## src/rtl/bch8_pkg.sv

```systemverilog
package bch8_pkg;
    localparam int GF_M       = 13;
    localparam int GF_T       = 8;
    localparam int PAR_W      = GF_M * GF_T;
    localparam int PAR_BYTES  = PAR_W / 8;
    localparam int SECT_BYTES = 512;
    localparam logic [GF_M:0] FIELD_POLY = 14'h201b;

    typedef enum logic [1:0] {PH_IDLE, PH_DATA, PH_PROT, PH_SKIP} phase_t;

    // GF(2^13) multiply, MSB-first shift and reduce
    function automatic logic [GF_M-1:0] gf_mul(input logic [GF_M-1:0] a, input logic [GF_M-1:0] b);
        logic [GF_M-1:0] p;
        logic            c;
        p = '0;
        for (int i = GF_M - 1; i >= 0; i--) begin
            c = p[GF_M-1];
            p = {p[GF_M-2:0], 1'b0};
            if (c) p = p ^ FIELD_POLY[GF_M-1:0];
            if (b[i]) p = p ^ a;
        end
        return p;
    endfunction

    // binary minimal polynomial of alpha^e: product of (x + beta^(2^j))
    function automatic logic [GF_M:0] min_poly(input int e);
        logic [GF_M-1:0] c [0:GF_M];
        logic [GF_M-1:0] beta;
        logic [GF_M:0]   r;
        beta = 13'd1;
        for (int i = 0; i < e; i++) beta = gf_mul(beta, 13'd2);
        for (int k = 0; k <= GF_M; k++) c[k] = '0;
        c[0] = 13'd1;
        for (int j = 0; j < GF_M; j++) begin
            for (int k = GF_M; k >= 1; k--) c[k] = c[k-1] ^ gf_mul(c[k], beta);
            c[0] = gf_mul(c[0], beta);
            beta = gf_mul(beta, beta);
        end
        for (int k = 0; k <= GF_M; k++) r[k] = c[k][0];
        return r;
    endfunction

    function automatic logic [PAR_W:0] gen_poly();
        logic [PAR_W:0] g;
        logic [PAR_W:0] acc;
        logic [GF_M:0]  m;
        g = 1;
        for (int i = 0; i < GF_T; i++) begin
            m   = min_poly(2 * i + 1);
            acc = '0;
            for (int k = 0; k <= GF_M; k++) if (m[k]) acc = acc ^ (g << k);
            g = acc;
        end
        return g;
    endfunction

    localparam logic [PAR_W:0] GEN_POLY = gen_poly();

    // one byte through the division register, MSB first
    function automatic logic [PAR_W-1:0] lfsr_byte(input logic [PAR_W-1:0] r_in, input logic [7:0] d);
        logic [PAR_W-1:0] r;
        logic             fb;
        r = r_in;
        for (int i = 7; i >= 0; i--) begin
            fb = r[PAR_W-1] ^ d[i];
            r  = {r[PAR_W-2:0], 1'b0};
            if (fb) r = r ^ GEN_POLY[PAR_W-1:0];
        end
        return r;
    endfunction

    function automatic logic [7:0] parity_mask(input logic [3:0] k);
        case (k)
            4'd0:  return 8'hEF;
            4'd1:  return 8'h51;
            4'd2:  return 8'h2E;
            4'd3:  return 8'h09;
            4'd4:  return 8'hED;
            4'd5:  return 8'h93;
            4'd6:  return 8'h9A;
            4'd7:  return 8'hC2;
            4'd8:  return 8'h97;
            4'd9:  return 8'h79;
            4'd10: return 8'hE5;
            4'd11: return 8'h24;
            4'd12: return 8'hB5;
            default: return 8'h00;
        endcase
    endfunction
endpackage

```

## src/rtl/bch8_par_fmt.sv

```systemverilog
module bch8_par_fmt
    import bch8_pkg::*;
(
    input  logic [PAR_W-1:0] rem_i,
    input  logic [3:0]       idx_i,
    output logic [7:0]       byte_o
);
    always_comb begin
        int pos;
        pos    = 0;
        byte_o = '0;
        if (int'(idx_i) < PAR_BYTES) begin
            pos    = PAR_W - 8 - 8 * int'(idx_i);
            byte_o = rem_i[pos +: 8] ^ parity_mask(idx_i);
        end
    end
endmodule

```

## src/rtl/bch8_rd_mux.sv

```systemverilog
module bch8_rd_mux
    import bch8_pkg::*;
#(
    parameter int MAX_SECT = 8,
    parameter int ADDR_W   = 6
) (
    input  logic [ADDR_W-1:0]                addr_i,
    input  logic [31:0]                      status_i,
    input  logic [31:0]                      cfg_i,
    input  logic [31:0]                      size_i,
    input  logic [MAX_SECT-1:0][PAR_W-1:0]   res_i,
    output logic [31:0]                      data_o
);
    localparam int RES_BASE = 1 << (ADDR_W - 1);
    localparam int EXT_W    = 128;

    always_comb begin
        int               off;
        int               sec;
        int               wrd;
        logic [EXT_W-1:0] ext;
        off    = 0;
        sec    = 0;
        wrd    = 0;
        ext    = '0;
        data_o = '0;
        if (int'(addr_i) >= RES_BASE) begin
            off = int'(addr_i) - RES_BASE;
            sec = off >> 2;
            wrd = off & 3;
            if (sec < MAX_SECT) begin
                ext    = {{(EXT_W-PAR_W){1'b0}}, res_i[sec]};
                data_o = ext[32*wrd +: 32];
            end
        end else begin
            case (int'(addr_i))
                0: data_o = status_i;
                1: data_o = cfg_i;
                2: data_o = size_i;
                default: data_o = '0;
            endcase
        end
    end
endmodule

```

## src/rtl/bch8_parity_engine.sv

```systemverilog
module bch8_parity_engine
    import bch8_pkg::*;
#(
    parameter int MAX_SECT = 8,
    parameter int ADDR_W   = 6
) (
    input  logic                        clk,
    input  logic                        rst_n,
    input  logic                        wr_en,
    input  logic [ADDR_W-1:0]           wr_addr,
    input  logic [31:0]                 wr_data,
    input  logic [ADDR_W-1:0]           rd_addr,
    output logic [31:0]                 rd_data,
    input  logic                        data_valid,
    input  logic [2:0]                  data_cs,
    input  logic [15:0]                 data_in,
    input  logic [$clog2(MAX_SECT)-1:0] fmt_sector,
    input  logic [3:0]                  fmt_index,
    output logic [7:0]                  fmt_byte
);
    localparam int SECT_W = $clog2(MAX_SECT);
    localparam int CNT_W  = $clog2(SECT_BYTES + 1);
    localparam logic [ADDR_W-1:0] A_CTRL = ADDR_W'(0);
    localparam logic [ADDR_W-1:0] A_CFG  = ADDR_W'(1);
    localparam logic [ADDR_W-1:0] A_SIZE = ADDR_W'(2);

    typedef struct packed {
        logic                          en;
        logic                          bch8;
        logic                          bch_en;
        logic                          wide;
        logic [2:0]                    cs;
        logic [SECT_W-1:0]             nsm1;
        logic [3:0]                    wrap;
        logic [7:0]                    size0;
        logic [7:0]                    size1;
        phase_t                        phase;
        logic [CNT_W-1:0]              cnt;
        logic [SECT_W-1:0]             sect;
        logic                          done;
        logic [PAR_W-1:0]              lfsr;
        logic [MAX_SECT-1:0][PAR_W-1:0] res;
    } state_t;

    state_t q, d;

    logic [31:0] status_w, cfg_w, size_w;

    always_comb begin
        logic [7:0]       bv;
        logic             fin;
        logic             go;
        logic [CNT_W-1:0] prot_b;
        logic [CNT_W-1:0] skip_b;
        d      = q;
        bv     = '0;
        fin    = 1'b0;
        go     = 1'b0;
        prot_b = CNT_W'(q.size0[7:1]);
        skip_b = CNT_W'(q.size1[7:1]);

        if (data_valid && q.phase != PH_IDLE && data_cs == q.cs) begin
            for (int b = 0; b < 2; b++) begin
                if (b == 0 || q.wide) begin
                    bv  = data_in[8*b +: 8];
                    fin = 1'b0;
                    case (d.phase)
                        PH_DATA, PH_PROT: begin
                            d.lfsr = lfsr_byte(d.lfsr, bv);
                            d.cnt  = d.cnt + 1'b1;
                            if (d.phase == PH_DATA && d.cnt == CNT_W'(SECT_BYTES)) begin
                                d.cnt = '0;
                                if (prot_b == '0) fin = 1'b1;
                                else d.phase = PH_PROT;
                            end else if (d.phase == PH_PROT && d.cnt == prot_b) begin
                                fin = 1'b1;
                            end
                            if (fin) begin
                                d.res[d.sect] = d.lfsr;
                                d.lfsr        = '0;
                                d.cnt         = '0;
                                if (d.sect == q.nsm1) begin
                                    d.done  = 1'b1;
                                    d.phase = PH_IDLE;
                                end else begin
                                    d.sect  = d.sect + 1'b1;
                                    d.phase = (skip_b == '0) ? PH_DATA : PH_SKIP;
                                end
                            end
                        end
                        PH_SKIP: begin
                            d.cnt = d.cnt + 1'b1;
                            if (d.cnt == skip_b) begin
                                d.cnt   = '0;
                                d.phase = PH_DATA;
                            end
                        end
                        default: ;
                    endcase
                end
            end
        end

        if (wr_en) begin
            case (wr_addr)
                A_CTRL: if (wr_data[0]) begin
                    go      = q.en & q.bch8 & q.bch_en;
                    d.res   = '0;
                    d.done  = 1'b0;
                    d.sect  = '0;
                    d.cnt   = '0;
                    d.lfsr  = '0;
                    d.phase = go ? PH_DATA : PH_IDLE;
                end
                A_CFG: begin
                    go       = wr_data[0] & wr_data[12] & wr_data[16];
                    d.en     = wr_data[0];
                    d.cs     = wr_data[3:1];
                    d.nsm1   = wr_data[4 +: SECT_W];
                    d.wide   = wr_data[7];
                    d.wrap   = wr_data[11:8];
                    d.bch8   = wr_data[12];
                    d.bch_en = wr_data[16];
                    d.done   = 1'b0;
                    d.sect   = '0;
                    d.cnt    = '0;
                    d.lfsr   = '0;
                    d.phase  = go ? PH_DATA : PH_IDLE;
                end
                A_SIZE: begin
                    d.size0 = wr_data[19:12];
                    d.size1 = wr_data[29:22];
                end
                default: ;
            endcase
        end
    end

    always_ff @(posedge clk) begin
        if (!rst_n) begin
            q       <= '0;
            q.phase <= PH_IDLE;
        end else begin
            q <= d;
        end
    end

    always_comb begin
        status_w = {31'b0, q.done};
        cfg_w    = {15'b0, q.bch_en, 3'b0, q.bch8, q.wrap, q.wide, q.nsm1, q.cs, q.en};
        size_w   = {2'b0, q.size1, 2'b0, q.size0, 12'b0};
    end

    bch8_rd_mux #(
        .MAX_SECT (MAX_SECT),
        .ADDR_W   (ADDR_W)
    ) rd_mux_i (
        .addr_i   (rd_addr),
        .status_i (status_w),
        .cfg_i    (cfg_w),
        .size_i   (size_w),
        .res_i    (q.res),
        .data_o   (rd_data)
    );

    bch8_par_fmt fmt_i (
        .rem_i  (q.res[fmt_sector]),
        .idx_i  (fmt_index),
        .byte_o (fmt_byte)
    );
endmodule

```

## config.mk

```make
export PLATFORM = sky130hd
export DESIGN_NAME = bch8_parity_engine
export DESIGN_NICKNAME = d
export VERILOG_FILES = /design/src/rtl/bch8_pkg.sv /design/src/rtl/bch8_par_fmt.sv /design/src/rtl/bch8_rd_mux.sv /design/src/rtl/bch8_parity_engine.sv
export SDC_FILE = /design/constraint.sdc
export NUM_CORES = 2
export LEC_CHECK = 0
export BUFFER_PORTS_ARGS = -buffer_cell sky130_fd_sc_hd__buf_4
export CAP_MARGIN = 0
export CELL_PAD_IN_SITES_DETAIL_PLACEMENT = 1
export CELL_PAD_IN_SITES_GLOBAL_PLACEMENT = 2
export CORE_MARGIN = 2
export CORE_UTILIZATION = 39
export CTS_CLUSTER_SIZE = 24
export DETAILED_ROUTE_END_ITERATION = 12
export PLACE_DENSITY = 0.81
export SLEW_MARGIN = 20
export SYNTH_ARGS = -nofsm -noshare
export SYNTH_HDL_FRONTEND = slang
export SYNTH_SLANG_ARGS = --single-unit
export TNS_END_PERCENT = 5
```

## constraint.sdc

```tcl
create_clock -name clk -period 8.4 [get_ports clk]
set_clock_uncertainty 0.05 [all_clocks]
set_input_delay 0 -clock clk [delete_from_list [all_inputs] [get_ports clk]]
set_output_delay 0 -clock clk [all_outputs]
set_load 0.05 [all_outputs]
```

**Word-level counts from Yosys, hierarchy flattened**

Memories as Yosys holds them, arrays and structs flattened.
Index checks and enable logic that the tools add are counted.
W data, S select, Z words.

- Reduce and logical (&&, ||, !) cells: 17
- Muxes and demuxes: 109
- Shift-type cells: 2
- Eq/ne operators: 19
- $lt $le $gt $ge: 9
- Bitwise gates (word level): 37
- Divide/modulo/power cells: 0
- Multiply operators: 0
- Add/sub/neg operators: 6

Operator list:

| kind | number |
|---|---|
| $mux W952 | 7 |
| $mux W104 | 44 |
| $mux W940 | 2 |
| $bwmux W832 | 2 |
| $mux W101 | 16 |
| $mux W832 | 1 |
| $not A48 Y48 | 16 |
| $bmux W104 S3 | 2 |
| $demux W104 S3 | 2 |
| $pmux W120 S2 | 1 |
| $shiftx A128 B8 Y32 | 1 |
| $shiftx A104 B32 Y8 | 1 |
| $pmux W30 S3 | 1 |
| $mux W32 | 2 |
| $lt A30 B4 Y1 const B | 2 |
| $mux W12 | 4 |
| $pmux W12 S2 | 2 |
| $eq A10 B7 Y1 | 4 |
| $add A10 B1 Y10 const B | 2 |
| $eq A10 B10 Y1 const B | 2 |
| $mux W8 | 2 |
| $xor A1 B1 Y1 | 16 |
| $logic_not A7 Y1 | 2 |
| $mux W1 | 14 |
| other kinds (21) | 51 |

- Bits in read-only memories: 128
- Memories: 1
- Input bits: 74
- Register bits after elaboration: 982
- Logic and storage cells: 222
- Bits in latches: 0
- Output and inout port bits: 40
- Bits in writable memories: 0

Memory list:

| memory | words | bits a word | rd ports | clocked after memory_dff | write ports | RTL line | text |
|---|---|---|---|---|---|---|---|
| (no name shown) | 16 | 8 | 1 | 0 | 0 | bch8_pkg.sv:73 | `case (k)` |

**Logic depth before layout (Yosys ltp)**

- Word-level depth: 84
- Gate-level depth with buffers: 24
- Depth with buffers taken out: 18

**By module**

A second synthesis with hierarchy kept.

- Cells, all modules: 7904
- Area total of the unflattened synthesis: 66681.5 µm²

By module, submodules not included:

| module | cells an instance | times used | seq. area each (µm²) | area each (µm²) |
|---|---|---|---|---|
| bch8_parity_engine | 6967 | 1 | 19658.9 | 57485.1 |
| bch8_rd_mux | 792 | 1 | 0.0 | 7861.3 |
| bch8_par_fmt | 145 | 1 | 0.0 | 1335.0 |

**Worst setup path before layout**

OpenSTA, ideal clock, no wires.

- Path type: register to register
- Start: reg q[941] (netlist bit)
- End: reg q[343] (netlist bit)
- Arrival time: 5.519 ns
- Clock period less this slack: 5.683 ns
- Required time: 8.236 ns
- Path buffers: 7
- Slack: 2.717 ns
- Cell stages (with the launch flop): 25
- Setup time: 0.114 ns
- Cells stage by stage: dfxtp_1 -> ha_1 -> clkbuf_1 -> a211oi_1 -> o211ai_1 -> a211o_1 -> or4b_1 -> clkbuf_1 -> nand3_1 -> buf_2 -> a211o_1 -> nand2_1 -> ha_1 -> buf_1 -> inv_1 -> a2111oi_1 -> xnor2_1 -> nand3_1 -> or4_1 -> buf_2 -> buf_1 -> a211oi_2 -> buf_2 -> o32ai_1 -> a21o_1

- Longest elaborated chain between the ends: 54
- Elaborated cells between the ends (all ways): 86
- Those cells by class: add/sub: 2; order compare: 2; eq/ne: 7; mux: 57; bitwise: 12; reduce/logical: 6

RTL lines:

| item | RTL line | text |
|---|---|---|
| start: declaration | bch8_parity_engine.sv:45 | `state_t q, d;` |
| $add A10 B1 Y10 | bch8_parity_engine.sv:70, bch8_parity_engine.sv:92 |  |
| $eq A10 B7 Y1 | bch8_parity_engine.sv:75 | `end else if (d.phase == PH_PROT && d.cnt == prot_b) begin` |
| $logic_and A1 B1 Y1 | bch8_parity_engine.sv:75 |  |
| $mux W1 | bch8_parity_engine.sv:75 |  |
| $mux W1 | bch8_parity_engine.sv:71 | `if (d.phase == PH_DATA && d.cnt == CNT_W'(SECT_BYTES)) begin` |
| $mux W1 | bch8_parity_engine.sv:67 | `case (d.phase)` |
| $mux W1 | bch8_parity_engine.sv:62 | `if (data_valid && q.phase != PH_IDLE && data_cs == q.cs) begin` |
| $mux W952 | bch8_parity_engine.sv:78 | `if (fin) begin` |
| [... 38 more ...] | -- |  |
| $bwmux W832 | bch8_parity_engine.sv:79 | `d.res[d.sect] = d.lfsr;` |
| $mux W952 | bch8_parity_engine.sv:78 |  |
| $mux W940 | bch8_parity_engine.sv:67 |  |
| $mux W952 (*) | bch8_parity_engine.sv:64 | `if (b == 0 \|\| q.wide) begin` |
| $mux W952 (*) | bch8_parity_engine.sv:62 |  |
| $mux W952 | bch8_parity_engine.sv:106 | `A_CTRL: if (wr_data[0]) begin` |
| $mux W832 | bch8_parity_engine.sv:105 | `case (wr_addr)` |
| $mux W952 (*) | bch8_parity_engine.sv:104 | `if (wr_en) begin` |

Mark *: on every way between the ends. The rest lies on a longest branch, timed or not. The select of a mux whose other input is x is not followed.
A chain may end at the register's enable or synchronous reset.

**Worst setup path after layout**

- Start: reg q[940] (netlist bit)
- End: reg q[613] (netlist bit)

- Longest elaborated chain between the ends: 54
- Elaborated cells between the ends (all ways): 88
- Those cells by class: add/sub: 2; order compare: 2; eq/ne: 7; mux: 57; bitwise: 14; reduce/logical: 6

RTL lines:

| item | RTL line |
|---|---|
| $add A10 B1 Y10 | bch8_parity_engine.sv:70, bch8_parity_engine.sv:92 |
| $eq A10 B7 Y1 | bch8_parity_engine.sv:75 |
| $logic_and A1 B1 Y1 | bch8_parity_engine.sv:75 |
| $mux W1 | bch8_parity_engine.sv:75 |
| $mux W1 | bch8_parity_engine.sv:71 |
| $mux W1 | bch8_parity_engine.sv:67 |
| $mux W1 | bch8_parity_engine.sv:62 |
| $mux W952 | bch8_parity_engine.sv:78 |
| [... 38 more ...] | -- |
| $bwmux W832 | bch8_parity_engine.sv:79 |
| $mux W952 | bch8_parity_engine.sv:78 |
| $mux W940 | bch8_parity_engine.sv:67 |
| $mux W952 (*) | bch8_parity_engine.sv:64 |
| $mux W952 (*) | bch8_parity_engine.sv:62 |
| $mux W952 | bch8_parity_engine.sv:106 |
| $mux W832 | bch8_parity_engine.sv:105 |
| $mux W952 (*) | bch8_parity_engine.sv:104 |

Marked as above.

==> impl_metrics.toml <==
[status]
status = "finished, violations left"
violated_checks = "hold timing"

[detailed_routing]
routed_wire_length_per_instance_um = 42.5
route.detailed.vias_per_inst = 7.56
routed_wirelength_um = 383000
drcViolationCount = 0
num_vias = 68202
drt_pass_1_iters = 8
detail_route.iter0.violations = 10554
ant_nets = 0

[yosys]
syn-mean-instance-area_sq_um = 9.28
ys.warnings.count = 0
synth.top_cell.area_share_pct = 30.7
synth-edff-count = 0
synth.cell_area_sq_mm = 0.0639
postSynthNetCount = 6987
netlist.top_cell.by_area = "dfxtp_1"
post_synth_inst_count = 6891
yosys-top-cells-count = "dfxtp_1 (982), nand3_1 (736), clkbuf_1 (578), mux4_2 (512), nand2_1 (458)"
postSynth.asyncResetShare_pct = 0
synth.lib_cells_used.distinct = 92
synth_seq_cells = 982
yosys.cell_count.top_type = "dfxtp_1"
synth.area.top_cells = "dfxtp_1 (31%), mux4_2 (18%), nand3_1 (5.8%)"
synth_sequential_area_ratio_pct = 30.7
ys_dominant_reg_cell = "dfxtp_1"

[timing]
final_max_slew_viol_count = 0
min_period_over_period_pct = 88.1
maxClockFrequency_mhz = 135
worst_hold_margin_ns = -0.0263
timing.max_slew.rel_slack_pct = 7.96
rsz0062_at_grt = "no"
final-hold-violation-count = 2
setup_total_negative_slack_ns = 0
report.final.setup_viol = 0
tightest_slew_ns = 1.38
period_minus_slack_ns = 7.40
postLayoutSetupSlackWorst_ns = 1.00

[final_layout]
sequential_cell_area_sq_mm = 0.0197
finalInstanceArea_sq_mm = 0.0726
n_fill_cell = 18062
area.growth.synth_to_final_pct = 13.5
nets = 6812
multi_input_comb_area_sq_mm = 0.0415
fraction_of_final_layout_cells_with_drive_strength_greater_than_1_pct = 18.4
stdcell_count = 9016

[critical_path]
critical_path.cell_chain = "ha_1, nand2_1, o32ai_1, or4b_1, or2_2, nand3_1, a211o_1, nand2_1, ha_1, inv_1, a2111oi_1, buf_4, a2111oi_0, nor3_1, nor3_1, o21ai_2, buf_4, nand3_1, o221ai_1"
slowest_stage = "nor3_1"
timing.critical_path.required_ns = 8.99
worstPathMaxFanout = 13
timing.critical_path.to_type = "flop"
setup.worst_path.start_class = "flop"
setup.worst_path.class = "reg2reg"
critPathArrivalTime_ns = 7.99
slowest_delay_ns = 0.90

[power_and_ir_drop]
netSwitchingFraction_pct = 32.5
cellInternalPower_mw = 8.30
netSwitchingPower_mw = 3.99
power.ir.vdd_worst_mv = 0.165
p_leak_nw = 24.3
powerDensity_mw_per_mm2 = 169
fin_total_pwr_mw = 12.3
pwr-share-seq_pct = 37.9
power_frac_comb_pct = 17.5
share_clk_of_total_power_pct = 44.6

[global_routing]
global_route.overflow_total = 0
grt_most_used_layer = "met2"
globalRouteMet3Util_pct = 17.9
grtUsageMet2_pct = 61.5
grt_pass1_wl_um = 528000
first_global_vias = 66502
globalRouteMet1Util_pct = 52.9
grt_start_max_net_pins = 187
groute.usage.overall_pct = 44.3
antenna_violations_before_repair = 33

[clocking]
cts.sink_count = 982
path_clk_slew_ns = 0.06
worstSkewPairLatency_ns = 0.84
htree_levels = 3
cts_buffers = 120
clock_tree.buffer_depth = 3
root_buffer = "clkbuf_16"
cts_setup_buffers = 0
tritoncts = "done"

[floorplan]
fp-row-count = 148
fp.dieH_um = 409
die-width_um = 409
core_area_sq_mm = 0.163
num_io_pins = 114
initial_core_util_pct = 39.3
die-area_sq_mm = 0.167

[place]
detailed_place_hpwl_um = 237000
detailedPlace.worstSlack_ns = 1.23
placedInstanceArea_sq_mm = 0.0675
routabilityCongestion = 1.04
placedCellCount = 8670
portbufs = 109

[flow_run]
max-cap-violations = 0

[worst_hold_path]
worst_hold_path_type = "in2reg"
placed cells by master (no fill, tap or decap), types with 46 or more instances in the layout:
cell type / count
inv_1: 132
a21o_1: 59
a31oi_1: 81
a221o_1: 46
o21ai_0: 225
xnor2_1: 316
a22oi_1: 228
and2_1: 105
a32oi_1: 55
and3_1: 60
a21oi_1: 361
nand2_1: 448
mux4_2: 512
nand3_1: 735
xor2_1: 94
mux2i_1: 110
nand4_1: 63
dfxtp_1: 982
or3_1: 69
dlygate4sd3_1: 95
a221oi_1: 81
nor3_1: 141
clkbuf_16: 121
nor2_1: 193
buf_4: 337
o211ai_1: 120
o22ai_1: 163
a211oi_1: 136
o32ai_1: 55
logic make-up after synthesis:
family                     after synthesis  share of synthesized area (%)
xor gates and xnor gates               478                           7.62
buffers and inverters                  899                           5.49
AOI/OAI and AO/OA                     1886                           20.5
and+or+nand+nor                       1982                           15.2
adders and majority gates               22                          0.431
DFF                                    982                           30.7
muxes                                  642                           20.1
path summary, 6_finish.rpt:
| kind | from | cells after the start | endpoint | slack, ns |
|---|---|---|---|---|
| hold reg to reg | q[70] | 2 | q[70] | 0.42 |
| hold / removal | wr_addr[4] | 5 | q[964] | -0.03 |
| setup / recovery | q[940] | 19 | q[613] | 1.00 |
| setup reg to reg | q[940] | 19 | q[613] | 1.00 |
layer usage:
layer	vias up	share of wire (%)	wire, um
li1	26107	-	-
met1	34608	35	135000
met2	5723	41	156000
met3	1732	14	54200
met4	32	10	38500
met5	-	0.12	443
repair_timing:
item / CTS / global route
endpoints found under the setup margin: 0 / 0
hold endpoints to repair: 51 / 1
hold buffers: 94 / 1
resized for setup: 0 / 0
final cells by class:
class | instances | area share (%)
Tap cell | 2175 | 3.75
Timing Repair Buffer | 467 | 5.69
Inverter | 135 | 0.702
Clock inverter | 38 | 0.574
Multi-Input combinational cell | 5010 | 57.2
Antenna cell | 24 | 0.0828
Clock buffer | 185 | 4.88
Sequential cell | 982 | 27.1
sequential cells by signal (all words and copies together) (netlist names):
signal	flops
q	968
cfg_w	14
through the flow:
| step | hold slack [ns] | utilization, % |
|---|---|---|
| final | -0.0263 | 44.6 |
| after CTS | 0.00180 | 44.5 |
| after global routing | 0.0647 | 44.6 |
| after detailed placement | 0.214 | 41.5 |
| after global placement | 0.209 | 41.5 |
| after floorplan | 0.0949 | - |
critical path, delay by kind of cell, from the launching register on:
kind,cells,cell delay [ns]
AND/OR/NAND/NOR,8,3.40
AO/OA/AOI/OAI,6,1.93
adder cells (fa/ha/maj),2,0.84
buffers and inverters,3,0.65
flip-flops,1,0.36
power by group through the flow:
stage	Sequential, mW	Clock (mW)	Combinational, mW
finish	4.66	5.48	2.15
global route	4.66	5.65	2.10
CTS	4.66	5.45	2.00
detailed placement	4.76	0	1.97
global placement	4.76	0	1.96
floorplan	4.76	0	1.05
No activity file was read; power rests on OpenSTA's default activity.
